## config.mk

```make
export PLATFORM = sky130hd
export DESIGN_NAME = perf_counter_unit
export DESIGN_NICKNAME = d
export VERILOG_FILES = /design/src/rtl/pcu_pkg.sv /design/src/rtl/pcu_event_counter.sv /design/src/rtl/pcu_cycle_counter.sv /design/src/rtl/perf_counter_unit.sv
export SDC_FILE = /design/constraint.sdc
export NUM_CORES = 1
export LEC_CHECK = 0
export CAP_MARGIN = 20
export CORE_AREA = 2 2 366 187
export DETAILED_ROUTE_END_ITERATION = 16
export DIE_AREA = 0 0 368 189
export DONT_BUFFER_PORTS = 1
export HOLD_SLACK_MARGIN = 0.02
export PLACE_DENSITY = 0.38
export SLEW_MARGIN = 40
export SYNTH_ARGS = -nofsm -noshare
export SYNTH_HDL_FRONTEND = slang
export SYNTH_SLANG_ARGS = --single-unit
```

## constraint.sdc

```tcl
create_clock -name clk -period 5 [get_ports clk]
set_input_delay 0.75 -clock clk [delete_from_list [all_inputs] [get_ports clk]]
set_output_delay 0.75 -clock clk [all_outputs]
set_load 0.05 [all_outputs]
```

## src/rtl/pcu_pkg.sv

```systemverilog
package pcu_pkg;
  localparam int DATA_W = 32;
  localparam int CYC_BIT = 31;
  localparam int NUM_FIELD_LSB = 11;
  localparam int NUM_FIELD_W = 5;

  // control bit positions
  localparam int CTL_GLOBAL = 0;
  localparam int CTL_ZERO_EVT = 1;
  localparam int CTL_ZERO_CYC = 2;
  localparam int CTL_DIV64 = 3;
  localparam int CTL_HALT_STOP = 5;
  localparam logic [5:0] CTL_STORE_MASK = 6'b111001;

  typedef enum logic [3:0] {
    RA_CTRL    = 4'd0,
    RA_CEN_SET = 4'd1,
    RA_CEN_CLR = 4'd2,
    RA_IEN_SET = 4'd3,
    RA_IEN_CLR = 4'd4,
    RA_OVF     = 4'd5,
    RA_SWINC   = 4'd6,
    RA_SEL     = 4'd7,
    RA_CYC     = 4'd8,
    RA_TYPE    = 4'd9,
    RA_CNT     = 4'd10
  } reg_addr_e;
endpackage

```

## src/rtl/pcu_event_counter.sv

```systemverilog
module pcu_event_counter import pcu_pkg::*; #(
  parameter int NUM_EVT = 32,
  parameter int CODE_W  = 8
) (
  input  logic              clk,
  input  logic              rst,
  input  logic              enable,
  input  logic              type_we,
  input  logic [CODE_W-1:0] type_wdata,
  input  logic              load,
  input  logic [DATA_W-1:0] load_val,
  input  logic              clear,
  input  logic [NUM_EVT-1:0] evt,
  input  logic              sw_hit,
  output logic [DATA_W-1:0] count,
  output logic [CODE_W-1:0] evt_type,
  output logic              wrapped
);
  localparam int IDX_W = (NUM_EVT > 1) ? $clog2(NUM_EVT) : 1;

  logic hit;
  logic inc;

  // code zero is driven only by software increments
  always_comb begin
    hit = 1'b0;
    if (evt_type == '0)
      hit = sw_hit;
    else if (int'(evt_type) < NUM_EVT)
      hit = evt[evt_type[IDX_W-1:0]];
  end

  assign inc     = enable & hit;
  assign wrapped = inc & ~load & ~clear & (count == '1);

  always_ff @(posedge clk) begin
    if (rst) begin
      count    <= '0;
      evt_type <= '0;
    end else begin
      if (type_we)
        evt_type <= type_wdata;
      if (load)
        count <= load_val;
      else if (clear)
        count <= '0;
      else if (inc)
        count <= count + 1'b1;
    end
  end

  AST_CNT_HOLD: assert property (@(posedge clk) disable iff (rst)
    (!load && !clear && !inc) |=> $stable(count));
  AST_CNT_STEP: assert property (@(posedge clk) disable iff (rst)
    (inc && !load && !clear) |=> (count == $past(count) + 32'd1));
  AST_CNT_LOAD_WINS: assert property (@(posedge clk) disable iff (rst)
    load |=> (count == $past(load_val)));
  AST_CNT_ZERO: assert property (@(posedge clk) disable iff (rst)
    (clear && !load) |=> (count == '0));
endmodule

```

## src/rtl/pcu_cycle_counter.sv

```systemverilog
module pcu_cycle_counter import pcu_pkg::*; #(
  parameter int PRE_W = 6
) (
  input  logic              clk,
  input  logic              rst,
  input  logic              run,
  input  logic              div_mode,
  input  logic              load,
  input  logic [DATA_W-1:0] load_val,
  input  logic              clear,
  output logic [DATA_W-1:0] count,
  output logic              wrapped
);
  logic [PRE_W-1:0] pre_q;
  logic tick;
  logic inc;

  assign tick    = ~div_mode | (pre_q == '1);
  assign inc     = run & tick;
  assign wrapped = inc & ~load & ~clear & (count == '1);

  always_ff @(posedge clk) begin
    if (rst) begin
      count <= '0;
      pre_q <= '0;
    end else begin
      if (clear)
        pre_q <= '0;
      else if (run && div_mode)
        pre_q <= pre_q + 1'b1;
      if (load)
        count <= load_val;
      else if (clear)
        count <= '0;
      else if (inc)
        count <= count + 1'b1;
    end
  end

  AST_CYC_DIV_HOLD: assert property (@(posedge clk) disable iff (rst)
    (div_mode && pre_q != '1 && !load && !clear) |=> $stable(count));
  AST_CYC_PRE_ZERO: assert property (@(posedge clk) disable iff (rst)
    clear |=> (pre_q == '0));
  AST_CYC_WRAP: assert property (@(posedge clk) disable iff (rst)
    (inc && count == '1 && !load && !clear) |=> (count == '0));
endmodule

```

## src/rtl/perf_counter_unit.sv

```systemverilog
module perf_counter_unit import pcu_pkg::*; #(
  parameter int NUM_CNT = 4,
  parameter int NUM_EVT = 32,
  parameter int CODE_W  = 8,
  parameter int PRE_W   = 6
) (
  input  logic               clk,
  input  logic               rst,
  input  logic               wr_en,
  input  logic               rd_en,
  input  logic [3:0]         addr,
  input  logic [31:0]        wdata,
  output logic [31:0]        rdata,
  input  logic [NUM_EVT-1:0] event_pulses,
  input  logic               debug_halt,
  output logic               irq
);
  localparam int SEL_W = (NUM_CNT > 1) ? $clog2(NUM_CNT) : 1;

  // register port decode
  logic wr_ctrl, wr_cen_set, wr_cen_clr, wr_ien_set, wr_ien_clr;
  logic wr_ovf, wr_swinc, wr_sel, wr_cyc, wr_type, wr_cnt;

  assign wr_ctrl    = wr_en && (addr == RA_CTRL);
  assign wr_cen_set = wr_en && (addr == RA_CEN_SET);
  assign wr_cen_clr = wr_en && (addr == RA_CEN_CLR);
  assign wr_ien_set = wr_en && (addr == RA_IEN_SET);
  assign wr_ien_clr = wr_en && (addr == RA_IEN_CLR);
  assign wr_ovf     = wr_en && (addr == RA_OVF);
  assign wr_swinc   = wr_en && (addr == RA_SWINC);
  assign wr_sel     = wr_en && (addr == RA_SEL);
  assign wr_cyc     = wr_en && (addr == RA_CYC);
  assign wr_type    = wr_en && (addr == RA_TYPE);
  assign wr_cnt     = wr_en && (addr == RA_CNT);

  // state
  logic [5:0]         ctrl_q;
  logic [NUM_CNT-1:0] cen_q, ien_q, ovf_q;
  logic               cyc_en_q, cyc_ien_q, cyc_ovf_q;
  logic [SEL_W-1:0]   sel_q;

  logic [DATA_W-1:0]  cnt_val  [NUM_CNT];
  logic [CODE_W-1:0]  cnt_type [NUM_CNT];
  logic [NUM_CNT-1:0] cnt_wrap;
  logic [DATA_W-1:0]  cyc_val;
  logic               cyc_wrap;
  logic               zero_evt, zero_cyc, cyc_run;

  assign zero_evt = wr_ctrl & wdata[CTL_ZERO_EVT];
  assign zero_cyc = wr_ctrl & wdata[CTL_ZERO_CYC];
  assign cyc_run  = ctrl_q[CTL_GLOBAL] & cyc_en_q &
                    ~(ctrl_q[CTL_HALT_STOP] & debug_halt);

  function automatic logic [31:0] pack_mask(input logic c, input logic [NUM_CNT-1:0] v);
    logic [31:0] r;
    r = '0;
    r[NUM_CNT-1:0] = v;
    r[CYC_BIT] = c;
    return r;
  endfunction

  // event counters
  for (genvar i = 0; i < NUM_CNT; i++) begin : g_cnt
    pcu_event_counter #(.NUM_EVT(NUM_EVT), .CODE_W(CODE_W)) u_cnt (
      .clk        (clk),
      .rst        (rst),
      .enable     (ctrl_q[CTL_GLOBAL] & cen_q[i]),
      .type_we    (wr_type && (sel_q == SEL_W'(i))),
      .type_wdata (wdata[CODE_W-1:0]),
      .load       (wr_cnt && (sel_q == SEL_W'(i))),
      .load_val   (wdata),
      .clear      (zero_evt),
      .evt        (event_pulses),
      .sw_hit     (wr_swinc & wdata[i]),
      .count      (cnt_val[i]),
      .evt_type   (cnt_type[i]),
      .wrapped    (cnt_wrap[i])
    );
  end

  pcu_cycle_counter #(.PRE_W(PRE_W)) u_cyc (
    .clk      (clk),
    .rst      (rst),
    .run      (cyc_run),
    .div_mode (ctrl_q[CTL_DIV64]),
    .load     (wr_cyc),
    .load_val (wdata),
    .clear    (zero_cyc),
    .count    (cyc_val),
    .wrapped  (cyc_wrap)
  );

  // control, enables, selector
  always_ff @(posedge clk) begin
    if (rst) begin
      ctrl_q    <= '0;
      cen_q     <= '0;
      ien_q     <= '0;
      cyc_en_q  <= 1'b0;
      cyc_ien_q <= 1'b0;
      sel_q     <= '0;
    end else begin
      if (wr_ctrl)
        ctrl_q <= wdata[5:0] & CTL_STORE_MASK;
      if (wr_cen_set) begin
        cen_q    <= cen_q | wdata[NUM_CNT-1:0];
        cyc_en_q <= cyc_en_q | wdata[CYC_BIT];
      end
      if (wr_cen_clr) begin
        cen_q    <= cen_q & ~wdata[NUM_CNT-1:0];
        cyc_en_q <= cyc_en_q & ~wdata[CYC_BIT];
      end
      if (wr_ien_set) begin
        ien_q     <= ien_q | wdata[NUM_CNT-1:0];
        cyc_ien_q <= cyc_ien_q | wdata[CYC_BIT];
      end
      if (wr_ien_clr) begin
        ien_q     <= ien_q & ~wdata[NUM_CNT-1:0];
        cyc_ien_q <= cyc_ien_q & ~wdata[CYC_BIT];
      end
      if (wr_sel && (wdata < 32'(NUM_CNT)))
        sel_q <= wdata[SEL_W-1:0];
    end
  end

  // overflow flags: a new wrap wins over a clear in the same clock
  always_ff @(posedge clk) begin
    if (rst) begin
      ovf_q     <= '0;
      cyc_ovf_q <= 1'b0;
    end else begin
      for (int i = 0; i < NUM_CNT; i++) begin
        if (cnt_wrap[i])
          ovf_q[i] <= 1'b1;
        else if (wr_ovf && wdata[i])
          ovf_q[i] <= 1'b0;
      end
      if (cyc_wrap)
        cyc_ovf_q <= 1'b1;
      else if (wr_ovf && wdata[CYC_BIT])
        cyc_ovf_q <= 1'b0;
    end
  end

  always_ff @(posedge clk) begin
    if (rst)
      irq <= 1'b0;
    else
      irq <= (|(ovf_q & ien_q)) | (cyc_ovf_q & cyc_ien_q);
  end

  // read port
  logic [31:0] rd_mux;
  always_comb begin
    rd_mux = '0;
    case (addr)
      RA_CTRL:    rd_mux = {16'b0, NUM_FIELD_W'(NUM_CNT), 5'b0, ctrl_q};
      RA_CEN_SET,
      RA_CEN_CLR: rd_mux = pack_mask(cyc_en_q, cen_q);
      RA_IEN_SET,
      RA_IEN_CLR: rd_mux = pack_mask(cyc_ien_q, ien_q);
      RA_OVF:     rd_mux = pack_mask(cyc_ovf_q, ovf_q);
      RA_SEL:     rd_mux = 32'(sel_q);
      RA_CYC:     rd_mux = cyc_val;
      RA_TYPE:    rd_mux = 32'(cnt_type[sel_q]);
      RA_CNT:     rd_mux = cnt_val[sel_q];
      default:    rd_mux = '0;
    endcase
  end

  always_ff @(posedge clk) begin
    if (rst)
      rdata <= '0;
    else if (rd_en)
      rdata <= rd_mux;
  end

  AST_RESET_CLEAN: assert property (@(posedge clk)
    rst |=> (!irq && ovf_q == '0 && !cyc_ovf_q && cen_q == '0));
  AST_CEN_CLR: assert property (@(posedge clk) disable iff (rst)
    (wr_cen_clr && wdata[CYC_BIT]) |=> !cyc_en_q);
  AST_OVF_SET: assert property (@(posedge clk) disable iff (rst)
    cyc_wrap |=> cyc_ovf_q);
  AST_OVF_W1C: assert property (@(posedge clk) disable iff (rst)
    (wr_ovf && wdata[CYC_BIT] && !cyc_wrap) |=> !cyc_ovf_q);
  AST_SEL_IGNORE: assert property (@(posedge clk) disable iff (rst)
    (wr_sel && wdata >= 32'(NUM_CNT)) |=> $stable(sel_q));
  AST_HALT_FREEZE: assert property (@(posedge clk) disable iff (rst)
    (ctrl_q[CTL_HALT_STOP] && debug_halt && !wr_cyc && !zero_cyc) |=> $stable(cyc_val));
  AST_IRQ_QUIET: assert property (@(posedge clk) disable iff (rst)
    (ovf_q == '0 && !cyc_ovf_q) |=> !irq);
endmodule

```

After elaboration in Yosys (flattened, before gate mapping)
Index checks and enable logic that the tools add are counted.
- bits of input ports: 73
- logic and storage cells: 219
- register bits: 252
- output and inout bits: 33
- reduce and logical (&&, ||, !) cells: 48
- order comparisons: 10
- muxes and demuxes: 56
- add/sub/neg operators: 6
- bitwise gates (word level): 57
- equality and inequality tests: 19
- operators by type and width (kind ; number):
    2-to-1 mux 32 bit ; 17
    case mux 32 bit (8 select lines) ; 1
    adder 32 x 1 -> 32 bit (second input constant) ; 5
    equality test 32 bit (second input constant) ; 5
    binary-select mux 32 bit (select 2 bit) ; 1
    bitwise AND 1 bit ; 36
    zero test 8 bit ; 4
    < comparator 32 x 3 -> 1 bit (second input constant) ; 1
    < comparator 8 x 6 -> 1 bit (second input constant) ; 4
    logical AND 1 bit ; 26
    2-to-1 mux 1 bit ; 26
    < comparator 5 x 6 -> 1 bit (second input constant) ; 4
    binary-select mux 1 bit (select 5 bit) ; 4
    binary-select mux 8 bit (select 2 bit) ; 1
    equality test 4 x 3 -> 1 bit (second input constant) ; 4
    2-to-1 mux 4 bit ; 4
    2-to-1 mux 8 bit ; 2
    nonzero test 3 bit ; 5
    nonzero test 2 bit ; 7
    bitwise AND 4 bit ; 3
    equality test 4 bit (second input constant) ; 3
    NOT 1 bit ; 10
    equality test 4 x 2 -> 1 bit (second input constant) ; 2
    OR 4 bit ; 2
    other kinds (13) ; 19

Depth between registers and ports, before layout
Gate-level depths: netlist of the first run.
- word-level depth: 9
- mapped depth: 11
- gate-level depth less buffers: 8

Modules after synthesis
From an unflattened synthesis of the first run, not the netlist that was laid out.
- cells, all modules: 2104
- area, all modules: 17299.1 µm²
- modules (own cells, without submodules) (module ; times used ; cells an instance ; area an instance (µm²) ; seq. area each (µm²)):
    pcu_event_counter ; 4 ; 352 ; 2812.7 ; 800.8
    perf_counter_unit ; 1 ; 415 ; 3762.4 ; 1081.0
    pcu_cycle_counter ; 1 ; 281 ; 2285.9 ; 760.7

Least setup slack after synthesis of the first run
OpenSTA, ideal clock, no wires.
- path type: input to register
- from: in addr[0]
- to: reg g_cnt[2].u_cnt.count[28]
- library setup time: 132 ps
- data required time: 4868 ps
- path slack: 1904 ps
- path buffers: 4
- data arrival time: 2963 ps
- stages on the path: 10
- path through: buf_6 or3b_1 buf_2 or3_1 or4_1 buf_2 a21boi_1 buf_2 o311ai_0 a21oi_1
- longest elaborated chain between the ends: 6
- elaborated cells on any way between the ends: 14
- classes of those cells: eq/ne: 2; mux: 3; bitwise: 3; reduce/logical: 6
- RTL lines (item ; line ; text):
    start, declared ; perf_counter_unit.sv:11 ; input logic [3:0] addr,
    equality test 4 x 3 -> 1 bit ; perf_counter_unit.sv:30 ; assign wr_swinc = wr_en && (addr == RA_SWINC);
    logical AND 1 bit ; perf_counter_unit.sv:30 ;
    bitwise AND 1 bit ; perf_counter_unit.sv:74 ; .sw_hit (wr_swinc & wdata[i]),
    2-to-1 mux 1 bit ; pcu_event_counter.sv:27 ; if (evt_type == '0)
    bitwise AND 1 bit ; pcu_event_counter.sv:33 ; assign inc = enable & hit;
    nonzero test 3 bit (no line) ; n/a ;
    end signal, assigned ; pcu_event_counter.sv:44 ; count <= load_val;
    end signal, assigned ; pcu_event_counter.sv:48 ; count <= count + 1'b1;
    end, declared ; pcu_event_counter.sv:15 ; output logic [DATA_W-1:0] count,
Parallel ways exist; a longest one is shown, timed or not.
A chain may end at the register's enable or synchronous reset.

Final worst setup path of the first run
- from: reg g_cnt[2].u_cnt.evt_type[1]
- to: reg g_cnt[2].u_cnt.count[11]
- longest elaborated chain between the ends: 6
- elaborated cells on any way between the ends: 8
- classes of those cells: order compare: 1; mux: 4; bitwise: 1; reduce/logical: 2
- RTL lines (item ; line ; text):
    start, declared ; pcu_event_counter.sv:16 ; output logic [CODE_W-1:0] evt_type,
    start signal, assigned ; pcu_event_counter.sv:42 ; evt_type <= type_wdata;
    binary-select mux 1 bit (select 5 bit) ; pcu_event_counter.sv:30 ; hit = evt[evt_type[IDX_W-1:0]];
    2-to-1 mux 1 bit (not written as such) ; pcu_event_counter.sv:30 ;
    2-to-1 mux 1 bit ; pcu_event_counter.sv:29 ; else if (int'(evt_type) < NUM_EVT)
    2-to-1 mux 1 bit * ; pcu_event_counter.sv:27 ;
    bitwise AND 1 bit * ; pcu_event_counter.sv:33 ;
    nonzero test 3 bit (no line) * ; n/a ;
Mark *: on every way between the ends. The rest lies on a longest branch, timed or not. The select of a mux whose other input is x is not followed.

==> results of run 1 <==
critical path, stage by stage, from the launching register on:
cell and delay [ps]:
dfxtp_1 870, mux4_2 390, nand2_1 60, and4b_1 210, or2_2 340, o211ai_2 700
buf_4 410, a21oi_1 110, a311oi_1 270
layout by cell type (no fill, tap or decap), types with 13 or more instances in the layout:
cell,netlist,routed
buf_4,0,40
nand2_1,233,233
a22oi_1,68,68
nor3_1,64,62
xnor2_1,28,28
clkbuf_16,0,30
mux2_2,26,26
a31oi_1,16,16
o21ai_0,73,73
and3_1,20,19
mux2i_1,78,78
nand3b_1,16,16
dfxtp_1,252,249
inv_1,25,24
nor4b_1,14,14
nor4_1,24,24
mux4_2,56,56
xor2_1,21,21
or3_1,16,16
nand4_1,44,44
nor2_1,244,241
a211oi_1,92,92
nand3_1,85,85
a221oi_1,13,13
a21oi_1,162,162
o31ai_1,25,25
and4_1,19,19
kinds of logic after synthesis:
| family | count (synthesis) |
|---|---|
| AOI/OAI and AO/OA | 558 |
| buffers and inverters | 190 |
| adders and majority gates | 6 |
| xor gates and xnor gates | 49 |
| and+or+nand+nor | 851 |
| muxes | 160 |
| DFF | 252 |
flip-flops by register name (all words and copies together), names as in the netlist, 2 cells and up, named ones only:
signal / count
ctrl_q: 4
g_cnt.u_cnt.evt_type: 32
rdata: 32
u_cyc.count: 32
g_cnt.u_cnt.count: 128
ovf_q: 4
u_cyc.pre_q: 6
sel_q: 2
worst min path at each step:
stage	startpoint	endpoint	slack (ps)	cells past startpoint
floorplan	u_cyc.pre_q[1]	u_cyc.pre_q[1]	450	2
CTS	wdata[31]	flop	200	1
finish	wdata[31]	flop	230	1
global route	wdata[2]	flop	220	1
detailed placement	u_cyc.pre_q[1]	u_cyc.pre_q[1]	480	2
global placement	u_cyc.pre_q[1]	u_cyc.pre_q[1]	470	2
metrics by stage:
stage / cells / setup WS [ps] / utilization (%) / hold slack, ps
after global placement: 2836 / 1378 / 26.05 / 468.2
after detailed placement: 2838 / 1425 / 26.10 / 478.2
after global routing: 2893 / 1400 / 27.51 / 215.6
after floorplan: 2066 / 1904 / - / 453.6
final: 2894 / 1533 / 27.51 / 230.8
after CTS: 2892 / 1606 / 27.50 / 205.0
where the power goes:
group	internal [mW]	leakage (nW)	switching, mW
Combinational	0.0709	3.06	0.0961
Clock	1.20	0.463	0.992
Sequential	2.02	2.03	0.0264
Total	3.29	5.56	1.11
routing by layer:
layer | vias up | track usage (%) | part of all wire, %
met4 | 2 | 2.920 | 1.2
li1 | 7619 | - | -
met1 | 8370 | 36.71 | 53
met3 | 70 | 8.990 | 12
met5 | - | 0 | 0.064
met2 | 798 | 25.53 | 34
final cells by class:
cell class / instances / area, um^2
inverter: 25 / 93.84
tap: 897 / 1122
clock inverter: 8 / 43.79
timing repair buffer: 41 / 320.3
fill: 7177 / 48000
clock buffer: 46 / 880.8
multi-input combinational: 1624 / 10710
sequential: 252 / 5051
antenna: 1 / 2.502
==> qor.yml, run 1 <==
grt.overflow.total: 0
hold_buffers: 0
ios: 106
crit_start: "g_cnt[2].u_cnt.evt_type[1]"
cap_violations: 0
cts_max_level: 1
die_x_um: 368
min_period_ps: 3467
relSlewSlack_pct: 43.41
place_area_mm2: 0.01729
synth_compound_area_share_pct: 22.53
post_cts_resized: 0
r2r_start: "g_cnt[2].u_cnt.evt_type[1]"
drt_iter0_markers: 2136
synth_top_area_share_pct: 30.64
critPathCaptureType: "flop"
timing.fmax_mhz: 288.4
place_hpwl_mm: 59.34
synthAdderAreaFrac_pct: 0.4560
fin_tns_setup_ps: 0
worst-setup-path-type: "flop to flop"
p_leak_nw: 5.560
synthCells: 2066
vias: 16860
fin_nets: 2052
crit_fanout: 22
via_per_inst: 5.826
synth_area_mm2: 0.01646
critPathRequiredTime_ps: 5500
arrival_ps: 3970
synthTopCellsByArea: "dfxtp_1, mux4_2, nor2_1"
synthXorXnorAreaFrac_pct: 2.607
synth-seq-cells: 252
maxSlewViolCount: 0
first_pass_iters: 7
final_area_mm2: 0.01822
synth_cell_types: 74
reg2reg_to: "g_cnt[2].u_cnt.count[11]"
drive_gt1_share_pct: 10.02
grt_usage_pct: 22.26
synth-async-reset-ratio_pct: 0
finalHoldViolations: 0
areaGrowthSynthToFinish_pct: 10.68
wl_per_cell_um: 27.56
grt_max_degree: 269
reg2reg_depth: 8
cts.sinks: 252
rows: 67
cts_tree: "done"
synthFlopType: "dfxtp_1"
hp-class: "input pin to flop"
irDropWorstVdd_v: 0.0002484
antenna_left: 0
core-area_mm2: 0.06623
status: "finished clean"
grt_pass1_wl_mm: 113.9
synth_edf_count: 0
muxShareOfSynthArea_pct: 14.18
clockRootBuffer: "clkbuf_16"
dieArea_mm2: 0.06955
synth.most_common_cell: "dfxtp_1"
synth_top_area_cell: "dfxtp_1"
routabilityCongestion: 0.8997
antenna_found_initial: 9
drc: 0
rsz0062_at_grt: "no"
yosys.area_share.simple_pct: 25.06
crit_end: "g_cnt[2].u_cnt.count[11]"
setup_violations: 0
finalCritPeriodShare_pct: 69.35
cts_buffers: 29
worstMarginPinSlew_ps: 847.6
syn-num-nets: 2145
io_buffers: 0
ys_top_cells_by_count: "dfxtp_1, nor2_1, nand2_1, a21oi_1, clkbuf_1"
ys.warnings.count: 0
grt_pass1_vias: 15200
clock_latency_ps: 610
r2r_slack_ps: 1530
path_clk_slew_ps: 70
p_per_area_mw_per_mm2: 241.9
ys_seq_area_share_pct: 30.64
synth_top_family_by_area: "simple AND/OR/NAND/NOR gates"
post-cts-setup-buffers: 0
totalWireLength_mm: 79.76
total_power_mw: 4.408
syn_area_per_cell_um2: 7.969
cts_buffer_depth: 3
dieHeight_um: 189
skew_ps: 22.47
start_kind: "flop"
start_util_pct: 24.86
Note: power is estimated with default switching activity, not from simulation.
==> run 2: changes to the inputs <==
- clock period: 5 -> 3.2 ns (I/O delays scaled with it)
==> qor.yml, run 2 (synthesis results as in run 1) <==
grt_pass1_wl_mm: 121.2
grt.overflow.total: 0
routabilityCongestion: 0.8920
seqCellArea_mm2: 0.005050
critPathCaptureType: "flop"
grt_max_degree: 145
worst-setup-path-type: "flop to flop"
cts_buffer_depth: 3
arrival_ps: 3450
io_buffers: 0
die_x_um: 368
rsz0062_at_grt: "no"
areaGrowthSynthToFinish_pct: 13.97
dieHeight_um: 189
crit_family: "simple AND/OR/NAND/NOR gates"
crit_slowest_cell: "nor4_1"
path_clk_slew_ps: 70
crit_fanout: 16
antenna_found_initial: 13
crit_chain: "mux4_2 -> and3_1 -> nor4_1 -> o21a_1 -> nand2_1 -> buf_4 -> a21oi_1 -> a211oi_1"
finalHoldViolations: 0
top_register: "g_cnt.u_cnt.count"
fin_nets: 2106
mostFrequentLayoutCell: "dfxtp_1"
vias: 17240
clockRootBuffer: "clkbuf_16"
maxSlewViolCount: 0
whs_path_depth: 2
min_period_ps: 2990
cts.sinks: 252
first_pass_iters: 5
totalWireLength_mm: 85.41
r2r_start: "g_cnt[0].u_cnt.evt_type[0]"
cts_buffers: 28
drc: 0
cts_max_level: 1
num-fill-cells: 7171
clock_latency_ps: 600
antenna_left: 0
finalCritPeriodShare_pct: 93.43
worstMarginPinSlew_ps: 771.7
critPathRequiredTime_ps: 3660
multi_input_area_mm2: 0.01070
crit_start: "g_cnt[0].u_cnt.evt_type[0]"
core-area_mm2: 0.06623
fin_tns_setup_ps: 0
reg2reg_to: "g_cnt[0].u_cnt.count[30]"
drt_iter0_markers: 2315
start_util_pct: 24.86
status: "finished clean"
grt_usage_pct: 23.93
place_hpwl_mm: 61.40
cp.buffers_inverters: 1
max_stage_delay_ps: 570
timing.fmax_mhz: 334.5
grt_pass1_vias: 15630
irDropWorstVdd_v: 0.0002936
r2r_slack_ps: 210
p_per_area_mw_per_mm2: 367.2
ios: 106
start_kind: "flop"
cp.depth: 8
final_cell_mix: "dfxtp_1, nor2_1, nand2_1, a21oi_1, a211oi_1"
drive_gt1_share_pct: 10.86
rows: 67
largest_reg_flops: 128
skew_ps: 20.68
setup_violations: 0
via_per_inst: 5.849
hp-class: "input pin to flop"
p_leak_nw: 5.828
wl_per_cell_um: 28.97
dpl.cell_count: 2868
crit_end: "g_cnt[0].u_cnt.count[30]"
dieArea_mm2: 0.06955
reg2reg_depth: 8
relSlewSlack_pct: 47.83
stdcell_count: 2948
cap_violations: 0
cts_tree: "done"
## run 2: repair_timing
action	CTS	global route
setup buffers	0	0
endpoints found under the setup margin	0	0
hold buffers	26	0
gates resized for setup	0	0
hold endpoints to repair	119	0
## run 2: how the worst min path moves through the flow
stage                        start                    endpoint  slack [ps]
finish                    wdata[2]  g_cnt[0].u_cnt.evt_type[2]          40
global route              wdata[4]     g_cnt[3].u_cnt.count[4]          30
CTS                      wdata[26]    g_cnt[2].u_cnt.count[26]          20
detailed placement  u_cyc.pre_q[1]              u_cyc.pre_q[1]         470
global placement    u_cyc.pre_q[1]              u_cyc.pre_q[1]         470
floorplan           u_cyc.pre_q[1]              u_cyc.pre_q[1]         450
## run 2: area by class of cell
| type | instances | share of cell area [%] |
|---|---|---|
| Clock buffer | 42 | 4.341 |
| Tap cell | 897 | 5.982 |
| Clock inverter | 6 | 0.2934 |
| Sequential cell | 252 | 26.91 |
| Antenna cell | 6 | 0.08002 |
| Timing Repair Buffer | 96 | 4.855 |
| Inverter | 25 | 0.5001 |
| Multi-Input combinational cell | 1624 | 57.04 |
## run 2: report_power, final
part | internal [mW] | total (mW) | leakage (nW) | switching (mW)
sequential | 3.15 | 3.19 | 2.03 | 0.0398
clock | 1.82 | 3.35 | 0.430 | 1.53
combinational | 0.136 | 0.350 | 3.37 | 0.214
total | 5.11 | 6.89 | 5.83 | 1.78
## run 2: per-stage QoR
step / setup slack [ps] / hold slack (ps) / total power, mW / area, um^2 / utilization, %
after floorplan: 374.3 / 453.6 / 3.513 / 16460 / -
after global placement: 275.9 / 469.8 / 3.519 / 17610 / 26.58
after detailed placement: 271.9 / 473.3 / 3.521 / 17610 / 26.58
after CTS: 232.5 / 20.87 / 6.943 / 18750 / 28.32
after global routing: 12.00 / 31.09 / 7.091 / 18750 / 28.31
final: 210.2 / 37.82 / 6.890 / 18760 / 28.33
## run 2: routing by layer
layer / GRT usage (%) / wire length, um / up-vias
met3: 9.731 / 11580 / 76
li1: - / - / 7729
met2: 27.24 / 28200 / 901
met5: 0 / 7 / -
met4: 2.716 / 958 / 2
met1: 39.75 / 44670 / 8536
